**src/rtl/xbt_pkg.sv**
```systemverilog
package xbt_pkg;

   localparam int unsigned WAIT_W   = 6;
   localparam int unsigned MAX_WAIT = 38;

   typedef enum logic [1:0] {
      PH_IDLE   = 2'd0,
      PH_SETUP  = 2'd1,
      PH_STROBE = 2'd2,
      PH_HOLD   = 2'd3
   } phase_t;

   // memory-style wait table, 3-bit code
   function automatic logic [WAIT_W-1:0] mem_waits(input logic [2:0] code);
      case (code)
         3'd5:    return WAIT_W'(6);
         3'd6:    return WAIT_W'(8);
         3'd7:    return WAIT_W'(10);
         default: return WAIT_W'(code);
      endcase
   endfunction

   // card-style wait table, 4-bit code
   function automatic logic [WAIT_W-1:0] card_waits(input logic [3:0] code);
      case (code)
         4'd5:    return WAIT_W'(6);
         4'd6:    return WAIT_W'(8);
         4'd7:    return WAIT_W'(10);
         4'd8:    return WAIT_W'(12);
         4'd9:    return WAIT_W'(14);
         4'd10:   return WAIT_W'(18);
         4'd11:   return WAIT_W'(22);
         4'd12:   return WAIT_W'(26);
         4'd13:   return WAIT_W'(30);
         4'd14:   return WAIT_W'(34);
         4'd15:   return WAIT_W'(38);
         default: return WAIT_W'(code);
      endcase
   endfunction

endpackage

```
**src/rtl/xbt_wait_map.sv**
```systemverilog
module xbt_wait_map
   import xbt_pkg::*;
#(
   parameter bit HAS_PCCARD = 1'b1
) (
   input  logic              card,
   input  logic [3:0]        code,
   output logic [WAIT_W-1:0] waits
);

   generate
      if (HAS_PCCARD) begin : g_card
         assign waits = card ? card_waits(code) : mem_waits(code[2:0]);
      end else begin : g_mem
         logic unused_bits;
         assign unused_bits = card ^ code[3];
         assign waits = mem_waits(code[2:0]);
      end
   endgenerate

endmodule

```
**src/rtl/xbt_lane_map.sv**
```systemverilog
module xbt_lane_map (
   input  logic       card,
   input  logic [1:0] width,
   input  logic [1:0] size,
   input  logic [1:0] addr_lo,
   output logic [3:0] lanes,
   output logic [2:0] step
);

   logic [1:0] eff_w, eff_s, w_mask, s_mask, off;

   always_comb begin
      if (card) eff_w = (width >= 2'd1) ? 2'd1 : 2'd0;
      else      eff_w = (width >= 2'd2) ? 2'd2 : width;
      eff_s  = (size > eff_w) ? eff_w : size;
      w_mask = (eff_w == 2'd2) ? 2'b11 : (eff_w == 2'd1) ? 2'b01 : 2'b00;
      s_mask = (eff_s == 2'd2) ? 2'b11 : (eff_s == 2'd1) ? 2'b01 : 2'b00;
      off    = addr_lo & w_mask & ~s_mask;
      case (eff_s)
         2'd2:    begin lanes = 4'hF;          step = 3'd4; end
         2'd1:    begin lanes = 4'h3 << off;   step = 3'd2; end
         default: begin lanes = 4'h1 << off;   step = 3'd1; end
      endcase
   end

endmodule

```
**src/rtl/xbt_seq.sv**
```systemverilog
module xbt_seq
   import xbt_pkg::*;
#(
   parameter int unsigned BEAT_W = 2
) (
   input  logic              clk,
   input  logic              rst_n,
   input  logic              start,
   input  logic [2:0]        setup_live,
   input  logic [BEAT_W-1:0] beats_live,
   input  logic [2:0]        hold_code,
   input  logic [WAIT_W-1:0] waits,
   input  logic              wait_n,
   output phase_t            phase,
   output logic              beat_end,
   output logic              beat_more,
   output logic              beat_pulse,
   output logic              done_pulse
);

   localparam int unsigned CNT_W = $clog2(2 * (MAX_WAIT + 1));

   logic [CNT_W-1:0]  cnt, first_len, beat_len;
   logic [BEAT_W-1:0] beats_left;
   logic              last_tick;

   always_comb begin
      first_len = CNT_W'({waits, 1'b1});
      beat_len  = CNT_W'({(waits == '0) ? WAIT_W'(1) : waits, 1'b1});
      last_tick = (phase == PH_STROBE) && (cnt == '0);
      beat_end  = last_tick && wait_n;
      beat_more = beat_end && (beats_left != '0);
   end

   always_ff @(posedge clk or negedge rst_n) begin
      if (!rst_n) begin
         phase      <= PH_IDLE;
         cnt        <= '0;
         beats_left <= '0;
         beat_pulse <= 1'b0;
         done_pulse <= 1'b0;
      end else begin
         beat_pulse <= 1'b0;
         done_pulse <= 1'b0;
         case (phase)
            PH_IDLE: if (start) begin
               phase      <= PH_SETUP;
               cnt        <= CNT_W'({setup_live, 1'b0});
               beats_left <= beats_live;
            end
            PH_SETUP: if (cnt == '0) begin
               phase <= PH_STROBE;
               cnt   <= first_len;
            end else cnt <= cnt - 1'b1;
            PH_STROBE: if (cnt != '0) cnt <= cnt - 1'b1;
            else if (wait_n) begin
               beat_pulse <= 1'b1;
               if (beats_left != '0) begin
                  beats_left <= beats_left - 1'b1;
                  cnt        <= beat_len;
               end else begin
                  phase <= PH_HOLD;
                  cnt   <= CNT_W'({hold_code, 1'b0});
               end
            end
            PH_HOLD: if (cnt == '0) begin
               phase      <= PH_IDLE;
               done_pulse <= 1'b1;
            end else cnt <= cnt - 1'b1;
            default: phase <= PH_IDLE;
         endcase
      end
   end

   AST_WAIT_STALL: assert property (@(posedge clk) disable iff (!rst_n)
      (last_tick && !wait_n) |=> (phase == PH_STROBE && cnt == '0)) else $error("stall lost");
   AST_BEAT_SPACING: assert property (@(posedge clk) disable iff (!rst_n)
      beat_pulse |=> !beat_pulse) else $error("beats too close");
   AST_DONE_FROM_HOLD: assert property (@(posedge clk) disable iff (!rst_n)
      done_pulse |-> ($past(phase) == PH_HOLD)) else $error("done outside hold");

endmodule

```
**src/rtl/ext_bus_timer.sv**
```systemverilog
module ext_bus_timer
   import xbt_pkg::*;
#(
   parameter int unsigned AREA_ID    = 6,
   parameter int unsigned BEAT_W     = 2,
   parameter bit          HAS_PCCARD = 1'b1
) (
   input  logic              clk,
   input  logic              rst_n,
   input  logic              req_i,
   input  logic [31:0]       addr_i,
   input  logic              we_i,
   input  logic [1:0]        size_i,
   input  logic [31:0]       wdata_i,
   input  logic [BEAT_W-1:0] extra_beats_i,
   input  logic              card_mode_i,
   input  logic [1:0]        bus_width_i,
   input  logic [3:0]        wait_code_i,
   input  logic [2:0]        setup_code_i,
   input  logic [2:0]        hold_code_i,
   input  logic              wait_n_i,
   input  logic [31:0]       rdata_bus_i,
   output logic              busy_o,
   output logic              beat_o,
   output logic              done_o,
   output logic [31:0]       rdata_o,
   output logic [31:0]       addr_o,
   output logic [31:0]       wdata_o,
   output logic              cs_n_o,
   output logic              ce1_n_o,
   output logic              ce2_n_o,
   output logic              rd_n_o,
   output logic [3:0]        we_n_o,
   output logic              iord_n_o,
   output logic              iowr_n_o
);

   localparam logic [2:0] AREA_SEL = AREA_ID[2:0];

   generate
      if (AREA_ID > 7) begin : g_bad_area
         $error("AREA_ID must fit in three bits");
      end
      if (BEAT_W < 1 || BEAT_W > 8) begin : g_bad_beat
         $error("BEAT_W must be 1..8");
      end
   endgenerate

   logic              card_in, start;
   logic [31:0]       addr_q, wdata_q, rdata_q;
   logic              we_q, card_q;
   logic [1:0]        size_q, width_q;
   logic [3:0]        wcode_q;
   logic [2:0]        hold_q;
   logic [WAIT_W-1:0] waits;
   logic [3:0]        lanes;
   logic [2:0]        step;
   phase_t            phase;
   logic              beat_end, beat_more;

   generate
      if (HAS_PCCARD) begin : g_card_in
         assign card_in = card_mode_i;
      end else begin : g_no_card
         logic unused_card;
         assign unused_card = card_mode_i;
         assign card_in     = 1'b0;
      end
   endgenerate

   assign start = (phase == PH_IDLE) && req_i && (addr_i[28:26] == AREA_SEL);

   always_ff @(posedge clk or negedge rst_n) begin
      if (!rst_n) begin
         addr_q  <= '0;
         wdata_q <= '0;
         rdata_q <= '0;
         we_q    <= 1'b0;
         card_q  <= 1'b0;
         size_q  <= '0;
         width_q <= '0;
         wcode_q <= '0;
         hold_q  <= '0;
      end else if (start) begin
         addr_q  <= addr_i;
         wdata_q <= wdata_i;
         we_q    <= we_i;
         card_q  <= card_in;
         size_q  <= size_i;
         width_q <= bus_width_i;
         wcode_q <= wait_code_i;
         hold_q  <= hold_code_i;
      end else begin
         if (beat_end)  rdata_q <= rdata_bus_i;
         if (beat_more) addr_q  <= addr_q + 32'(step);
      end
   end

   xbt_wait_map #(.HAS_PCCARD(HAS_PCCARD)) wait_map_i (
      .card  (card_q),
      .code  (wcode_q),
      .waits (waits)
   );

   xbt_lane_map lane_map_i (
      .card    (card_q),
      .width   (width_q),
      .size    (size_q),
      .addr_lo (addr_q[1:0]),
      .lanes   (lanes),
      .step    (step)
   );

   xbt_seq #(.BEAT_W(BEAT_W)) seq_i (
      .clk        (clk),
      .rst_n      (rst_n),
      .start      (start),
      .setup_live (setup_code_i),
      .beats_live (extra_beats_i),
      .hold_code  (hold_q),
      .waits      (waits),
      .wait_n     (wait_n_i),
      .phase      (phase),
      .beat_end   (beat_end),
      .beat_more  (beat_more),
      .beat_pulse (beat_o),
      .done_pulse (done_o)
   );

   logic act, strobe, is_io;

   always_comb begin
      act      = (phase != PH_IDLE);
      strobe   = (phase == PH_STROBE);
      is_io    = card_q && addr_q[25];
      busy_o   = act;
      cs_n_o   = !(act && !card_q);
      ce1_n_o  = !(act && card_q && lanes[0]);
      ce2_n_o  = !(act && card_q && lanes[1]);
      rd_n_o   = !(strobe && !we_q && !is_io);
      iord_n_o = !(strobe && !we_q && is_io);
      iowr_n_o = !(strobe && we_q && is_io);
      if (strobe && we_q && !is_io) we_n_o = card_q ? 4'b1110 : ~lanes;
      else                          we_n_o = 4'hF;
      addr_o   = addr_q;
      wdata_o  = wdata_q;
      rdata_o  = rdata_q;
   end

   AST_STROBE_EXCL: assert property (@(posedge clk) disable iff (!rst_n)
      $countones({!rd_n_o, !iord_n_o, !iowr_n_o, we_n_o != 4'hF}) <= 1) else $error("strobe clash");
   AST_SELECT_EXCL: assert property (@(posedge clk) disable iff (!rst_n)
      !(!cs_n_o && !(ce1_n_o && ce2_n_o))) else $error("select clash");
   AST_STROBE_FRAMED: assert property (@(posedge clk) disable iff (!rst_n)
      (!rd_n_o || !iord_n_o || !iowr_n_o || we_n_o != 4'hF) |-> (!cs_n_o || !ce1_n_o || !ce2_n_o)) else $error("strobe unframed");
   AST_AREA_HIT: assert property (@(posedge clk) disable iff (!rst_n)
      $rose(busy_o) |-> ($past(addr_i[28:26]) == AREA_SEL)) else $error("wrong area");

endmodule

```
**config.mk**
```make
export PLATFORM = sky130hd
export DESIGN_NAME = ext_bus_timer
export DESIGN_NICKNAME = d
export VERILOG_FILES = /design/src/rtl/xbt_pkg.sv /design/src/rtl/xbt_wait_map.sv /design/src/rtl/xbt_lane_map.sv /design/src/rtl/xbt_seq.sv /design/src/rtl/ext_bus_timer.sv
export SDC_FILE = /design/constraint.sdc
export NUM_CORES = 1
export LEC_CHECK = 0
export BUFFER_PORTS_ARGS = -buffer_cell sky130_fd_sc_hd__buf_2
export CAP_MARGIN = 20
export CORE_UTILIZATION = 50
export CTS_CLUSTER_DIAMETER = 150
export DETAILED_ROUTE_END_ITERATION = 10
export PLACE_DENSITY = 0.81
export SLEW_MARGIN = 0
export SYNTH_ARGS = -nofsm -noshare
export SYNTH_HDL_FRONTEND = slang
export SYNTH_SLANG_ARGS = --single-unit
```
**constraint.sdc**
```tcl
create_clock -name clk -period 4.6 [get_ports clk]
set_input_delay 0.69 -clock clk [delete_from_list [all_inputs] [get_ports clk]]
set_output_delay 0.69 -clock clk [all_outputs]
set_load 0.02 [all_outputs]
```
**Word level (Yosys, flattened, before mapping)**

Index checks and enable logic that the tools add are counted.

- $lt $le $gt $ge: 3
- Divide/modulo/power cells: 0
- Multiply operators: 0
- Bitwise logic cells: 5
- Shift operators: 2
- Multiplexer cells: 42
- Reductions and logical operators: 37
- Add/subtract/negate cells: 3
- Eq/ne operators: 31

Operators by type and width:

| operator | number |
|---|---|
| $pmux 6 s11 | 1 |
| $mux 32 | 2 |
| $mux 7 | 6 |
| $add 32x3->32 | 1 |
| $eq 4x4->1 const B | 8 |
| $mux 2 | 15 |
| $pmux 7 s4 | 1 |
| $logic_and 1x1->1 | 16 |
| $eq 3x3->1 const B | 4 |
| $eq 4x3->1 const B | 3 |
| $mux 6 | 2 |
| $pmux 4 s3 | 1 |
| $logic_not 1->1 | 9 |
| $eq 2x2->1 const B | 4 |
| $mux 1 | 8 |
| $mux 4 | 2 |
| $ne 2x1->1 const B | 4 |
| $ne 2x2->1 const B | 4 |
| $pmux 2 s4 | 1 |
| $pmux 4 s2 | 1 |
| $reduce_bool 2->1 | 4 |
| $logic_not 7->1 | 1 |
| $reduce_bool 7->1 | 1 |
| $sub 7x1->7 const B | 1 |
| 20 further kinds | 23 |

- Input bits: 118
- Bits in read-only memories: 0
- Memory bits (writable): 0
- Bits in latches: 0
- Memories kept: 0
- Register bits: 122

**Depth between registers and ports, before layout**

Gate-level depths: netlist of run 1.

- Depth after elaboration: 15
- Gate-level depth with buffers: 17
- Gate-level depth less buffers: 16

**By module**

A second synthesis of run 1 with hierarchy kept.

- Cells, all modules: 661
- Area, all modules: 6322.3 um2

By module, submodules not included:

| module | instances | cells each | seq. area each (um2) | area an instance (um2) |
|---|---|---|---|---|
| ext_bus_timer | 1 | 484 | 2727.6 | 4884.7 |
| xbt_seq | 1 | 132 | 325.3 | 1108.6 |
| xbt_lane_map | 1 | 30 | 0.0 | 222.7 |
| xbt_wait_map | 1 | 15 | 0.0 | 106.4 |

**Worst setup path after synthesis of run 1**

OpenSTA, ideal clock, no wires.

- Path type: register to register
- From: register card_q
- To: register addr_q[18], in the netlist addr_o[18]
- Cell stages (with the launch flop): 17
- Data arrival time: 3.276 ns
- Setup slack: 1.190 ns
- Data required time: 4.467 ns
- Setup time: 0.133 ns
- Buffers on the path: 2
- Clock period less this slack: 3.410 ns
- Path through: dfrtp_1 clkbuf_1 mux2_2 ha_1 nand2_1 o21ai_0 o21a_1 ha_1 ha_1 inv_1 fa_1 nor2b_1 o211ai_1 clkbuf_1 nor4_1 xnor2_1 o21ai_0

- Cells in the longest elaborated chain, start to end: 8
- Elaborated cells between the ends (all ways): 9
- Those cells by class: add/sub (1); order compare (1); eq/ne (2); mux (5)

Ends and longest elaborated chain:

| item | RTL line | RTL |
|---|---|---|
| start: declaration | ext_bus_timer.sv:51 | `logic we_q, card_q;` |
| start signal: assignment | ext_bus_timer.sv:88 | `card_q <= card_in;` |
| $mux 2 (*) | xbt_lane_map.sv:13 | `if (card) eff_w = (width >= 2'd1) ? 2'd1 : 2'd0;` |
| $gt 2x2->1 | xbt_lane_map.sv:15 | `eff_s = (size > eff_w) ? eff_w : size;` |
| $mux 2 (*) | xbt_lane_map.sv:15 |  |
| $eq 2x1->1 / $eq 2x2->1 (equally long branches) | xbt_lane_map.sv:19 | `case (eff_s)` |
| $pmux 3 s2 (*) | xbt_lane_map.sv:19 |  |
| $add 32x3->32 (*) | ext_bus_timer.sv:95 | `if (beat_more) addr_q <= addr_q + 32'(step);` |
| $mux 32 (*) | ext_bus_timer.sv:95 |  |
| $mux 32 (*) | ext_bus_timer.sv:84 | `end else if (start) begin` |
| end signal: assignment | ext_bus_timer.sv:85 | `addr_q <= addr_i;` |
| end signal: assignment | ext_bus_timer.sv:95 |  |
| end: declaration | ext_bus_timer.sv:50 | `logic [31:0] addr_q, wdata_q, rdata_q;` |

Mark *: on every way between the ends. The rest lies on a longest branch, timed or not. The select of a mux whose other input is x is not followed.
A chain may end at the register's enable or synchronous reset.

**Worst setup path in the final report of run 1**

- From: register card_q
- To: register addr_q[30], in the netlist addr_o[30]

The elaborated chain is that of the path after synthesis.

==> impl_metrics.yaml, run 1 <==
synthesis:
  synth_cells: 671
  synth_top_family_by_area: "simple AND/OR/NAND/NOR gates"
  yosysWarnings: 0
  synth_ff_type: "dfrtp_1"
  synth-seq-cells: 122
  async_reset_ff_frac: 1.000
  synth_area_mm2: 0.006200
  synth_fa_ha_area_frac: 0.03350
  syn_nets: 805
  yosysSeqAreaShare: 0.4924
  synth_enable_flop_cells: 0
  synth_compound_area_frac: 0.1102
  avgSynthCellArea_um2: 9.239
  synth-xor-area-share: 0.04097
  yosysUniqueCellTypes: 56
  yosys.area_share.simple: 0.2180
  synthMuxAreaShare: 0.06821
cts:
  postCtsHoldBufs: 0
  cts_setup_buffers: 0
  clock-sinks: 122
  cts.htree.levels: 4
  cts_resized: 0
  cts_buffer_depth: 2
  insertion_delay_ps: 410
  cts-root-buf: "clkbuf_16"
  cts_buffers: 17
  cts_tree: "built"
  path_clk_slew_ps: 50
floorplanning:
  fp.dieW_um: 113.4
  ios: 227
  die-area_mm2: 0.01285
  fp.coreArea_mm2: 0.01206
  fp-row-count: 40
  start_util: 0.5140
  die_h_um: 113.4
sta:
  fin_skew_ps: 7.345
  fin_tns_setup_ps: 0
  max_slew_margin: 0.2722
  fmax_mhz: 235.4
  min_period_over_period: 0.9235
  hold_violations: 0
  layout_setup_ws_ps: 352.1
  hold_ws_ps: 320.8
  worst_slew_pin_slew_ps: 1087
  finalSetupViolCount: 0
  finalCriticalPeriod_ps: 4248
  maxSlewViolCount: 0
  rsz0062_at_grt: "false"
setup_path:
  required_ps: 4890
  slowest_delay_ps: 850
  critical_path_class: "flop to flop"
  worst-path-max-fanout: 14
  arrival_ps: 4540
  reg2reg_slack_ps: 350
  end_kind: "flop"
  crit_chain: "nor2b_1 -> inv_1 -> ha_1 -> nor2b_1 -> o21ai_0 -> nand2_1 -> o21a_1 -> ha_1 -> ha_1 -> inv_1 -> fa_1 -> nor2b_1 -> o211ai_1 -> nor2_1 -> and4_1 -> a211o_1"
  critPathSlowestCell: "o211ai_1"
  startpoint_type: "flop"
global_routing:
  grt_antenna_before_repair: 0
  grt_pass1_vias: 5511
  grt_pass1_wl_mm: 26.72
  grt_max_degree: 53
  grt.overflow.total: 0
  track_usage: 0.2673
place:
  place_ws_ps: 338.4
  port_buffers: 226
  dp.cells: 1038
  post_dp_cell_area_mm2: 0.007481
  dp_hpwl_mm: 11.92
  gp_congestion: 0.9137
cells_and_area:
  layout.cells.non_filler: 1070
  final_core_utilization: 0.6706
  num_antenna_cells: 0
  stdcell_area_mm2: 0.008089
  areaGrowthSynthToFinish_pct: 30.47
  layout.nets: 1023
  drive_gt1_frac: 0.3337
detailed_routing:
  drtPass1Iterations: 5
  drtIter0Drc: 345
  vias: 5723
  viasPerCell: 5.349
  routedWlPerCell_um: 15.68
  routed_wl_mm: 16.77
  ant_nets: 0
  drcViolationCount: 0
power:
  pwr-share-seq: 0.333
  p_int_mw: 3.369
  ir_worst_vdd_mv: 0.3963
  p_leak_nw: 4.133
  comb_power_share: 0.428
  swShare: 0.4090
  p_per_area_mw_per_mm2: 704.8
  clkPwrFrac: 0.239
  power_switching_mw: 2.332
  power_mw: 5.701
run_status:
  outcome: "completed"
min_path:
  hold_path.class: "primary input to asynchronous set/reset pin"
job:
  max_cap_viol_count: 0
[cell families (layout without fill, tap and decap cells)]
kind of cell,Yosys count,after routing
adder cells (fa/ha/maj),16,16
AND/OR/NAND/NOR,297,297
buffers and inverters,59,290
flip-flops,122,122
XOR/XNOR,29,29
AO/OA/AOI/OAI,110,110
multiplexers,38,38
[routing by layer]
metal	global-route usage	part of all wire	vias up
li1	-	-	2744
met1	0.3286	0.40	2685
met2	0.4532	0.50	257
met3	0.06802	0.064	37
met4	0.1018	0.028	0
met5	0	0	-
[area by class of cell]
| class | instances | area (um^2) |
|---|---|---|
| tap | 168 | 210.2 |
| multi-input combinational | 490 | 2927 |
| clock inverter | 7 | 112.6 |
| fill | 984 | 3973 |
| timing repair buffer | 236 | 1209 |
| inverter | 22 | 82.58 |
| sequential | 122 | 3053 |
| clock buffer | 25 | 495.5 |
[layout by cell type, fill, tap and decap left out, types with 4 or more instances in the layout]
cell type / instances
o31ai_1: 4
nand3_1: 15
ha_1: 15
and3_1: 6
inv_1: 22
nand2_1: 181
dfrtp_1: 122
buf_4: 11
xnor2_1: 27
nor2_1: 22
o21ai_0: 47
clkbuf_8: 4
buf_2: 225
nand4_1: 7
o211ai_1: 6
nor4b_1: 4
clkbuf_1: 4
mux2_2: 32
nor4_1: 11
clkbuf_16: 17
nor2b_1: 8
a21o_1: 4
a21oi_1: 14
nor3_1: 14
and2_1: 6
and4_1: 5
mux2i_1: 4
a31oi_1: 7
[power groups by stage]
stage / registers [mW] / clock network (mW) / logic [mW]
finish: 1.90 / 1.36 / 2.44
global route: 1.96 / 1.43 / 2.67
CTS: 1.89 / 1.38 / 2.43
detailed placement: 1.89 / 0 / 2.42
global placement: 1.88 / 0 / 2.35
floorplan: 2.22 / 0 / 1.28
[flip-flops by register name, summed over array words and instances, names as in the netlist]
signal,count
seq_i.phase,2
card_q,1
width_q,2
hold_q,3
seq_i.cnt,7
we_q,1
seq_i.beat_pulse,1
rdata_o,32
seq_i.done_pulse,1
wcode_q,4
addr_o,32
seq_i.beats_left,2
wdata_o,32
size_q,2
[critical path: cells and delay by family, from the launching register on]
kind | cells | cell delay [ps]
and+or+nand+nor | 6 | 1050
adders and majority gates | 4 | 1020
buffers and inverters | 2 | 160
DFF | 1 | 510
AOI/OAI and AO/OA | 4 | 1390
[synth_stat cells (all sizes together) (4+ instances only)]
| cell type | instances | area, um^2 |
|---|---|---|
| dfrtp | 122 | 3053 |
| a31oi | 7 | 43.79 |
| nor4 | 11 | 68.82 |
| nand3 | 15 | 75.07 |
| nor4b | 4 | 35.03 |
| and3 | 6 | 37.54 |
| nand4 | 7 | 43.79 |
| inv | 22 | 82.58 |
| a21oi | 14 | 70.07 |
| o31ai | 4 | 30.03 |
| a21o | 4 | 30.03 |
| ha | 15 | 187.7 |
| buf | 5 | 25.02 |
| clkbuf | 32 | 120.1 |
| or2 | 4 | 25.03 |
| and4 | 5 | 43.79 |
| o21ai | 48 | 240.2 |
| o211ai | 6 | 45.04 |
| nor3 | 14 | 70.07 |
| nor2 | 23 | 86.33 |
| mux2i | 4 | 40.04 |
| xnor2 | 27 | 236.5 |
| nor2b | 8 | 50.05 |
| mux2 | 34 | 382.9 |
| and2 | 6 | 37.54 |
| nand2 | 181 | 679.4 |
[worst paths after layout]
| kind | to | cells after the start | startpoint |
|---|---|---|---|
| min in group clk | wdata_o[25]$_DFFE_PN0P_ | 2 | wdata_o[25]$_DFFE_PN0P_ |
| max in group asynchronous | rdata_o[22]$_DFFE_PN0P_ | 2 | rst_n |
| min | wdata_o[14]$_DFFE_PN0P_ | 1 | rst_n |
| max | addr_o[30]$_DFFE_PN0P_ | 16 | card_q$_DFFE_PN0P_ |
| min reg2reg | wdata_o[25]$_DFFE_PN0P_ | 2 | wdata_o[25]$_DFFE_PN0P_ |
| max reg2reg | addr_o[30]$_DFFE_PN0P_ | 16 | card_q$_DFFE_PN0P_ |
Note: power is estimated with default switching activity, not from simulation.
==> inputs of run 2 (changes only) <==
--- a/config.mk
+++ b/config.mk
@@ -7,6 +7,7 @@
 export LEC_CHECK = 0
 export BUFFER_PORTS_ARGS = -buffer_cell sky130_fd_sc_hd__buf_2
 export CAP_MARGIN = 20
+export CORE_ASPECT_RATIO = 1.75
 export CORE_UTILIZATION = 50
 export CTS_CLUSTER_DIAMETER = 150
 export DETAILED_ROUTE_END_ITERATION = 10
==> run 2 against run 1 <==
Against the previous run: clock-buffer cell count decreased by 7; critical endpoint is now addr_o[24]$_DFFE_PN0P_; critical path depth rose by 1; clock skew rose by 5.9 ps; highest routed layer unchanged; sequential cell count is the same; global-route usage grew 0.74 points; sequential share of layout area about the same; clock power is essentially flat; combinational power about the same; hold slack improved by 98 ps; first-iteration DRC count down 34%; maximum frequency up 2.5%; total power grew 0.18%.
==> impl_metrics.yaml, run 2 (synthesized netlist as in run 1, its figures left out) <==
detailed_routing:
  drcViolationCount: 0
  vias: 5749
  routed_wl_mm: 17.24
  routedWlPerCell_um: 16.12
  drtPass1Iterations: 6
  ant_nets: 0
  viasPerCell: 5.378
  drtIter0Drc: 229
setup_path:
  arrival_ps: 4430
  worst-path-max-fanout: 14
  startpoint_type: "flop"
  required_ps: 4890
  end_kind: "flop"
  critical_path_class: "flop to flop"
global_routing:
  grt_pass1_vias: 5617
  grt_max_degree: 79
  track_usage: 0.2746
  grt.overflow.total: 0
  grt_pass1_wl_mm: 27.28
  grt_antenna_before_repair: 1
power:
  swShare: 0.4244
  p_leak_nw: 4.132
  p_per_area_mw_per_mm2: 705.3
  clkPwrFrac: 0.243
  pwr-share-seq: 0.332
  comb_power_share: 0.425
  power_mw: 5.711
  p_int_mw: 3.288
  ir_worst_vdd_mv: 0.3802
  power_switching_mw: 2.424
job:
  max_cap_viol_count: 0
sta:
  fin_tns_setup_ps: 0
  maxSlewViolCount: 0
  finalCriticalPeriod_ps: 4143
  worst_slew_pin_slew_ps: 969.5
  fin_skew_ps: 13.25
  rsz0062_at_grt: "false"
  hold_violations: 0
  min_period_over_period: 0.9007
  hold_ws_ps: 419.2
  fmax_mhz: 241.3
  finalSetupViolCount: 0
  layout_setup_ws_ps: 456.6
  max_slew_margin: 0.3537
cells_and_area:
  layout.cells.non_filler: 1069
  drive_gt1_frac: 0.3385
  final_cell_mix: "buf_2, nand2_1, dfrtp_1"
  areaGrowthSynthToFinish_pct: 30.62
  final_common_cell: "buf_2"
  layout.nets: 1022
place:
  dp.cells: 1034
  port_buffers: 226
  place_ws_ps: 455.4
  dp_hpwl_mm: 12.67
  gp_congestion: 0.9501
cts:
  clock-sinks: 122
  cts_tree: "built"
  path_clk_slew_ps: 70
  cts_buffer_depth: 2
  cts-root-buf: "clkbuf_16"
  cts_resized: 0
  cts_setup_buffers: 0
  cts_buffers: 17
  cts.htree.levels: 4
  postCtsHoldBufs: 0
  insertion_delay_ps: 420
floorplanning:
  die_h_um: 149.3
  fp.coreArea_mm2: 0.01207
  fp.dieW_um: 86.18
  ios: 227
  start_util: 0.5137
  die-area_mm2: 0.01287
  fp-row-count: 53
run_status:
  outcome: "completed"
min_path:
  hold_path.class: "primary input to asynchronous set/reset pin"
[run 2: cell types whose count changed in the layout (fill, tap and decap cells not counted), sizes merged]
cell and change:
inv +8, bufinv -1, diode +3, clkbuf -7, buf -1
[run 2: critical path: stages, from the launching register on]
cell and delay, ps:
dfrtp_1 510, nor2b_1 310, inv_1 80, ha_1 290
nor2b_1 140, o21ai_0 200, nand2_1 80, o21a_1 130
ha_1 320, ha_1 170, inv_1 50, fa_1 380
nor2b_1 220, o211ai_1 300, buf_4 300, nor4_1 300
xnor2_1 150, o21ai_0 90
[run 2: path summary, 6_finish.rpt]
kind,from,end,slack (ps),depth (start not counted)
max,card_q$_DFFE_PN0P_,addr_o[24]$_DFFE_PN0P_,460,17
min,rst_n,wdata_o[15]$_DFFE_PN0P_,420,1
max reg2reg,card_q$_DFFE_PN0P_,addr_o[24]$_DFFE_PN0P_,460,17
min reg2reg,wdata_o[6]$_DFFE_PN0P_,wdata_o[6]$_DFFE_PN0P_,470,2
max in group asynchronous,rst_n,addr_o[26]$_DFFE_PN0P_,3260,2
min in group clk,wdata_i[7],wdata_o[7]$_DFFE_PN0P_,460,3
[run 2: layer usage]
layer	routed length (um)	up-vias	part of all wire	global-route usage
met5	0	-	0	0
met4	799	0	0.046	0.1525
met3	1015	59	0.059	0.06862
met2	9009	259	0.52	0.4639
met1	6411	2686	0.37	0.3141
li1	-	2745	-	-
[run 2: final cells by class]
class | count | area [um^2]
multi-input cells | 490 | 2929
repair buffers | 235 | 1201
diodes | 3 | 7.507
fillers | 1024 | 3971
clock inverters | 14 | 178.9
inverters | 22 | 82.58
flip-flops and latches | 122 | 3053
clock buffers | 18 | 439.2
well taps | 165 | 206.4
[run 2: power groups by stage]
stage | registers [mW] | logic [mW] | clock network [mW]
4_1_cts | 1.89 | 2.42 | 1.41
6_report | 1.90 | 2.43 | 1.39
2_1_floorplan | 2.22 | 1.28 | 0
3_5_place_dp | 1.90 | 2.41 | 0
5_1_grt | 1.96 | 2.68 | 1.45
3_3_place_gp | 1.89 | 2.35 | 0
[run 2: stage by stage]
stage / instance area, um^2 / util
3_3_place_gp: 7472 / 0.6191
2_1_floorplan: 6200 / -
5_1_grt: 8093 / 0.6705
3_5_place_dp: 7472 / 0.6191
6_report: 8098 / 0.6710
4_1_cts: 8090 / 0.6703
